<file path="config.mk">
export PLATFORM = sky130hd
export DESIGN_NAME = hdlc_tx_framer
export DESIGN_NICKNAME = d
export VERILOG_FILES = /design/src/rtl/hdlc_tx_pkg.sv /design/src/rtl/hdlc_tx_pacer.sv /design/src/rtl/hdlc_tx_zins.sv /design/src/rtl/hdlc_tx_framer.sv
export SDC_FILE = /design/constraint.sdc
export NUM_CORES = 1
export LEC_CHECK = 0
export ABC_AREA = 1
export BUFFER_PORTS_ARGS = -buffer_cell sky130_fd_sc_hd__buf_4
export CAP_MARGIN = 5
export CORE_ASPECT_RATIO = 0.75
export CORE_MARGIN = 1.5
export CORE_UTILIZATION = 45
export DETAILED_ROUTE_END_ITERATION = 10
export GPL_TIMING_DRIVEN = 0
export PLACE_DENSITY = 0.66
export RECOVER_POWER = 25
export SLEW_MARGIN = 20
export SYNTH_ARGS = -nofsm -noshare
export SYNTH_HDL_FRONTEND = slang
export SYNTH_SLANG_ARGS = --single-unit
</file>
<file path="constraint.sdc">
create_clock -name clk -period 3.2 [get_ports clk]
set_input_delay 0.16 -clock clk [delete_from_list [all_inputs] [get_ports clk]]
set_output_delay 0.16 -clock clk [all_outputs]
set_load 0.01 [all_outputs]
</file>
<file path="src/rtl/hdlc_tx_pkg.sv">
package hdlc_tx_pkg;

    typedef enum logic [1:0] {
        PH_IDLE  = 2'd0,
        PH_DATA  = 2'd1,
        PH_FCS   = 2'd2,
        PH_ABORT = 2'd3
    } phase_e;

    localparam logic [7:0]  FLAG_OCTET  = 8'h7E;
    localparam logic [7:0]  ABORT_OCTET = 8'hFF;
    localparam int unsigned RUN_LIMIT   = 5;
    localparam int unsigned OCTET_BITS  = 8;

endpackage

</file>
<file path="src/rtl/hdlc_tx_pacer.sv">
module hdlc_tx_pacer #(
    parameter int unsigned BIT_DIV = 4
) (
    input  logic clk,
    input  logic rst_n,
    output logic tick_o
);

    generate
        if (BIT_DIV <= 1) begin : g_full_rate
            assign tick_o = 1'b1;
        end else begin : g_divided
            localparam int unsigned CW = $clog2(BIT_DIV);
            localparam logic [CW-1:0] LAST = CW'(BIT_DIV - 1);

            logic [CW-1:0] cnt_d, cnt_q;

            always_comb begin
                cnt_d = (cnt_q == LAST) ? '0 : cnt_q + 1'b1;
            end

            always_ff @(posedge clk) begin
                if (!rst_n) cnt_q <= '0;
                else        cnt_q <= cnt_d;
            end

            assign tick_o = (cnt_q == LAST);

            AST_TICK_SPACED: assert property (@(posedge clk) disable iff (!rst_n)
                tick_o |=> !tick_o);
        end
    endgenerate

endmodule

</file>
<file path="src/rtl/hdlc_tx_zins.sv">
module hdlc_tx_zins
    import hdlc_tx_pkg::*;
(
    input  logic clk,
    input  logic rst_n,
    input  logic step_i,
    input  logic bit_i,
    input  logic count_i,
    output logic need_o
);

    logic [2:0] ones_d, ones_q;

    always_comb begin
        ones_d = ones_q;
        if (step_i) begin
            if (count_i && bit_i) ones_d = ones_q + 3'd1;
            else                  ones_d = '0;
        end
    end

    always_ff @(posedge clk) begin
        if (!rst_n) ones_q <= '0;
        else        ones_q <= ones_d;
    end

    assign need_o = (ones_q == 3'(RUN_LIMIT));

    AST_RUN_CAP: assert property (@(posedge clk) disable iff (!rst_n)
        ones_q <= 3'(RUN_LIMIT));
    AST_RUN_BREAK: assert property (@(posedge clk) disable iff (!rst_n)
        (step_i && need_o) |-> !(count_i && bit_i));

endmodule

</file>
<file path="src/rtl/hdlc_tx_framer.sv">
module hdlc_tx_framer
    import hdlc_tx_pkg::*;
#(
    parameter int unsigned BIT_DIV = 4,
    parameter int unsigned FCS_W   = 16
) (
    input  logic             clk,
    input  logic             rst_n,
    input  logic             in_valid,
    output logic             in_ready,
    input  logic [7:0]       in_data,
    input  logic             in_sof,
    input  logic             in_eof,
    input  logic             abort_req,
    input  logic [FCS_W-1:0] fcs_in,
    output logic             tx_bit,
    output logic             tx_stb
);

    localparam int unsigned FCS_BYTES = FCS_W / OCTET_BITS;
    localparam int unsigned FLW = (FCS_BYTES > 1) ? $clog2(FCS_BYTES) : 1;

    typedef struct packed {
        phase_e           ph;
        logic [7:0]       sh;
        logic [3:0]       left;
        logic             cur_eof;
        logic [FCS_W-1:0] fcs_sh;
        logic [FLW-1:0]   fcs_left;
        logic [7:0]       hold_data;
        logic             hold_v;
        logic             hold_sof;
        logic             hold_eof;
        logic             abort_pend;
        logic             tx_bit;
        logic             tx_stb;
    } fr_state_t;

    fr_state_t s_d, s_q;

    logic       tick;
    logic       need_stuff;
    phase_e     src_ph;
    logic [7:0] src_sh;
    logic [3:0] src_left;
    logic       in_frame;
    logic       abort_take;
    logic       stuff_now;
    logic       emit_bit;
    logic       emit_count;

    hdlc_tx_pacer #(.BIT_DIV(BIT_DIV)) u_pacer (
        .clk    (clk),
        .rst_n  (rst_n),
        .tick_o (tick)
    );

    hdlc_tx_zins u_zins (
        .clk     (clk),
        .rst_n   (rst_n),
        .step_i  (tick),
        .bit_i   (emit_bit),
        .count_i (emit_count),
        .need_o  (need_stuff)
    );

    always_comb begin
        s_d        = s_q;
        in_frame   = (s_q.ph == PH_DATA) || (s_q.ph == PH_FCS);
        abort_take = tick && s_q.abort_pend && in_frame;
        src_ph     = s_q.ph;
        src_sh     = s_q.sh;
        src_left   = s_q.left;
        if (abort_take) begin
            src_ph   = PH_ABORT;
            src_sh   = ABORT_OCTET;
            src_left = 4'd8;
        end
        stuff_now  = tick && need_stuff && !abort_take;
        emit_bit   = 1'b0;
        emit_count = 1'b0;
        s_d.tx_stb = tick;
        if (tick) s_d.abort_pend = 1'b0;

        if (stuff_now) begin
            s_d.tx_bit = 1'b0;
        end else if (tick) begin
            emit_bit   = src_sh[0];
            emit_count = (src_ph == PH_DATA) || (src_ph == PH_FCS);
            s_d.tx_bit = src_sh[0];
            s_d.ph     = src_ph;
            s_d.sh     = {1'b0, src_sh[7:1]};
            s_d.left   = src_left - 4'd1;
            if (src_left == 4'd1) begin
                s_d.left = 4'd8;
                s_d.sh   = FLAG_OCTET;
                unique case (src_ph)
                    PH_IDLE: begin
                        if (s_q.hold_v && s_q.hold_sof) begin
                            s_d.sh      = s_q.hold_data;
                            s_d.cur_eof = s_q.hold_eof;
                            s_d.hold_v  = 1'b0;
                            s_d.ph      = PH_DATA;
                        end
                    end
                    PH_DATA: begin
                        if (s_q.cur_eof) begin
                            s_d.sh       = fcs_in[7:0];
                            s_d.fcs_sh   = fcs_in >> OCTET_BITS;
                            s_d.fcs_left = FLW'(FCS_BYTES - 1);
                            s_d.ph       = PH_FCS;
                        end else if (s_q.hold_v) begin
                            s_d.sh      = s_q.hold_data;
                            s_d.cur_eof = s_q.hold_eof;
                            s_d.hold_v  = 1'b0;
                        end else begin
                            s_d.sh = ABORT_OCTET;
                            s_d.ph = PH_ABORT;
                        end
                    end
                    PH_FCS: begin
                        if (s_q.fcs_left != '0) begin
                            s_d.sh       = s_q.fcs_sh[7:0];
                            s_d.fcs_sh   = s_q.fcs_sh >> OCTET_BITS;
                            s_d.fcs_left = s_q.fcs_left - 1'b1;
                        end else begin
                            s_d.ph = PH_IDLE;
                        end
                    end
                    PH_ABORT: begin
                        s_d.ph = PH_IDLE;
                    end
                endcase
            end
        end

        if ((s_d.ph == PH_IDLE || s_d.ph == PH_ABORT) && s_d.hold_v && !s_d.hold_sof)
            s_d.hold_v = 1'b0;

        if (in_valid && !s_q.hold_v) begin
            s_d.hold_v    = 1'b1;
            s_d.hold_data = in_data;
            s_d.hold_sof  = in_sof;
            s_d.hold_eof  = in_eof;
        end

        if (abort_req && in_frame && !abort_take) s_d.abort_pend = 1'b1;
    end

    always_ff @(posedge clk) begin
        if (!rst_n) begin
            s_q          <= '0;
            s_q.ph       <= PH_IDLE;
            s_q.sh       <= FLAG_OCTET;
            s_q.left     <= 4'd8;
        end else begin
            s_q <= s_d;
        end
    end

    assign in_ready = !s_q.hold_v;
    assign tx_bit   = s_q.tx_bit;
    assign tx_stb   = s_q.tx_stb;

    AST_FCS_AFTER_DATA: assert property (@(posedge clk) disable iff (!rst_n)
        (s_q.ph == PH_FCS && $past(s_q.ph) != PH_FCS) |-> $past(s_q.ph) == PH_DATA);
    AST_ABORT_TO_FLAG: assert property (@(posedge clk) disable iff (!rst_n)
        ($past(s_q.ph) == PH_ABORT && s_q.ph != PH_ABORT) |-> s_q.ph == PH_IDLE);
    AST_TAKE_FILLS: assert property (@(posedge clk) disable iff (!rst_n)
        (in_valid && in_ready) |=> !in_ready);
    AST_IDLE_ABORT_IGNORED: assert property (@(posedge clk) disable iff (!rst_n)
        (s_q.ph == PH_IDLE && !s_q.abort_pend) |=> !s_q.abort_pend || $past(abort_req) == 1'b0 || $past(s_q.ph) != PH_IDLE);

endmodule

</file>
==> summary.md <==
| Metric | Value |
|---|---|
| Clk slew on worst S/H paths | 0.08 ns |
| Vias/cell | approximately 5.3 |
| Placer congestion estimate | ~0.86 |
| Die footprint | around 0.0053 mm^2 |
| Final hold slack | 0.113 ns |
| Fillers | between 400 and 500 |
| Routed wirelength normalized by instance count | between 10 and 15 um |
| Number of endpoints with negative hold slack in the final report | 0 |
| Pin count of the biggest net entering global routing | 14 |
| Worst setup SP type | flop |
| Starting Density | ~48% |
| Placeable core region | roughly 0.0045 mm^2 |
| DIE WIDTH | roughly 83 um |
| Critical Path RT | ~3.4 ns |
| Area of combinational cells with multiple inputs | 0.00116 mm^2 |
| Largest area contributor in the netlist | sky130_fd_sc_hd__dfxtp_1 |
| Slew @ Worst Pin | a little under 0.6 ns |
| CP max FO | 10 |
| Cts bufs inserted | 5 |
| Vias after detailed routing | approximately 2100 |
| Number of iterations in the first detailed-routing pass | 5 |
| Clock tree from TritonCTS | done |
| Endpoint class of the critical path | flop |
| CTS hold repair buffers | 0 |
| Layer carrying the most global-route usage | met2 |
| LEAKAGE | between 1 and 1.5 nW |
| Dpl hpwl | about 4000 um |
| Total placed cells including tap cells | slightly below 400 |
| RR Startpoint | s_q[44] |
| Number of synthesized register bits | 43 |
| Sequential area share after synthesis | about 40% |
| Routing usage on met3 | roughly 4.1% |
| Setup repair after global routing missed its margin | no |
| End of the worst register-to-register path | s_q[17] |
| Placed cell areas | about 0.0025 mm^2 |
| Shortest clock period the worst path allows after layout | roughly 3.0 ns |
| Port Buffer Count | 31 |
| Arrival @ worst endpoint | 3.12 ns |
| Post-synth ARST share | 0% |
| Largest stage delay, worst path | 0.42 ns |
| Final antenna-violating net count | 0 |
| Maximum number of buffers from clock root to sink | 2 |
| Post-synth top flop | sky130_fd_sc_hd__dfxtp_1 |
| Number of standard cells after synthesis | a little under 300 |
| Fraction of synthesized cell area taken by the top area cell type | between 30% and 40% |
| DRC violation total after the first TritonRoute iteration | 125 |
| Number of global-route vias before repair | around 1900 |
| FMAX | ~340 MHz |
| Setup TNS after final layout | 0 ns |
| Global route overflow | 0 |
| Number of flops mapped to enable cells by yosys | 0 |
| Top cell types by occurrence after synthesis | sky130_fd_sc_hd__nand2_1, sky130_fd_sc_hd__dfxtp_1, sky130_fd_sc_hd__nor2_1 |
| Share of final-layout standard cells stronger than drive strength 1 | 16.0% |
| Count of clock tree sinks | 43 |
| Final Core Density | 57.2% |
| DRT Wirelength | between 5000 and 6000 um |
| Setup slack after layout | approximately 0.24 ns |
| Cell Area, Synth | 0.00217 mm^2 |
| Total power density per cell area | approximately 470 mW/mm^2 |
| Most numerous cell in the Yosys netlist | sky130_fd_sc_hd__nand2_1 |
| Die Y-Extent | 63.2 um |
| DRC violations left | 0 |
| Area growth from synthesis to layout | 19.6% |
| Worst-path cell chain | inv_2, ha_1, nand3_4, clkbuf_4, nand2_1, inv_1, ha_1, inv_1, nor2_2, nand3_2, nor2_2, nand3_2, or2_1, buf_6, nand2_1, a21oi_1 |
| Post-route clock period utilization | between 90 and 100% |
| Syn. warnings | 0 |
| Worst Setup SP | s_q[44] |
| Mean area per synthesized cell | between 7 and 8 um^2 |
| Cell depth of the worst flop-to-flop path | 16 |
| Maximum Capacitance Violations | 0 |
| FP Rows | 21 |
| Number of distinct library cells after synthesis | 34 |
| Post-route cell area | approximately 0.0026 mm^2 |
| Max-slew violation count | 0 |
| Final Instance Count excl. Fillers | around 390 |
| Met2 Use GR | around a third |
| Clock root buffer | sky130_fd_sc_hd__clkbuf_8 |
| Setup slack of the most critical reg-to-reg path | roughly 0.24 ns |
| Hold Crit Class | in -> reg |
| Worst supply voltage drop on vdd | 226 uV |
| Post-layout total power | roughly 1.2 mW |
| Place WS | between 0.1 and 0.15 ns |
| Antenna diode count | 0 |
| Total number of H-tree levels | 2 |
| Maximum clock skew at final layout | a little under 0.005 ns |
| Outcome | completed |
| Global routing usage summed across all routing layers | about a fifth |
| I/O pin total | 33 |
| Clk Latency, worst-skew pair | approximately 0.30 ns |
| Final net count | 372 |
| CP Class | reg -> reg |
| Rel. slew slack | between 60% and 70% |
| Setup violation total in the final timing report | 0 |
| Register area | approximately 860 um^2 |
| CP endpoint | s_q[17] |
| Number of antenna violations at the first check in global routing | 0 |
| First-pass GRT wire length | ~8900 um |
| GR met1 Demand/Resource | 30.8% |
| Slowest cell on crit path | sky130_fd_sc_hd__dfxtp_1 |
| Synthesized netlist net count | between 300 and 400 |
| Top cells by area, synth | sky130_fd_sc_hd__dfxtp_1, sky130_fd_sc_hd__nand2_1, sky130_fd_sc_hd__nor2_1, sky130_fd_sc_hd__o21ai_0, sky130_fd_sc_hd__a21oi_1 |
cell type report:
| type | count | share of cell area (%) |
|---|---|---|
| timing repair buffer | 31 | 8.52 |
| sequential | 43 | 33.1 |
| clock buffer | 6 | 2.79 |
| clock inverter | 2 | 2.31 |
| buffer | 11 | 2.21 |
| inverter | 25 | 3.61 |
| tap | 57 | 2.74 |
| multi-input combinational | 219 | 44.7 |
worst max-delay path: cells and delay by family, from the launching register on:
kind	cells	cell delay (ns)
and+or+nand+nor	8	1.23
buffers and inverters	5	0.62
adders and majority gates	2	0.49
DFF	1	0.42
AOI/OAI and AO/OA	1	0.05
registers in the layout, summed over array words and instances, names as in the netlist:
register	cells
s_q	36
u_zins.ones_q	3
u_pacer.g_divided.cnt_q	2
tx_bit	1
tx_stb	1
logic make-up after synthesis:
family	count (synthesis)	synth area share, %
simple gates	142	30.3
compound gates	69	18.7
flops	43	39.6
buf+inv	36	7.08
fa+ha+maj	6	3.45
xor+xnor	2	0.806
cell usage in the layout, fill, tap and decap left out, drive strengths merged:
master   n
xnor2    1
or2      1
nor2    39
a21oi   22
nand4   11
a211oi   5
xor2     1
clkbuf  18
o32ai    1
bufinv   2
o221ai   3
nand3   18
o21ai   27
dfxtp   43
ha       6
o31ai    1
clkinv   2
a31oi    3
o21a     6
o211ai   1
buf     30
nand2   72
inv     23
nor4     1
worst min path at each step:
stage / startpoint / to / slack (ns) / depth (start not counted)
floorplan: fcs_in[8] / s_q[15] / 0.31 / 2
global placement: u_pacer.g_divided.cnt_q[0] / u_pacer.g_divided.cnt_q[0] / 0.41 / 1
detailed placement: in_data[5] / s_q[11] / 0.42 / 3
CTS: fcs_in[11] / s_q[18] / 0.11 / 3
global route: fcs_in[14] / s_q[21] / 0.11 / 3
finish: in_data[5] / s_q[11] / 0.11 / 3
power breakdown:
part	switching, mW	internal, mW	total, mW
clock	0.189	0.312	0.501
combinational	0.0904	0.0629	0.153
sequential	0.0154	0.561	0.577
total	0.295	0.936	1.23
what timing repair did:
action | 4_1_cts | 5_1_grt
endpoints found under the setup margin | 0 | 18
resized for setup | 0 | 3
buffers inserted | 0 | 0
layer usage:
| layer | wire length, um | part of all wire, % | vias up |
|---|---|---|---|
| met4 | 36 | 0.68 | 0 |
| met3 | 434 | 8.2 | 5 |
| met5 | 0 | 0 | - |
| met1 | 2660 | 50 | 936 |
| li1 | - | - | 1075 |
| met2 | 2150 | 41 | 77 |
Note: power is estimated with default switching activity, not from simulation.
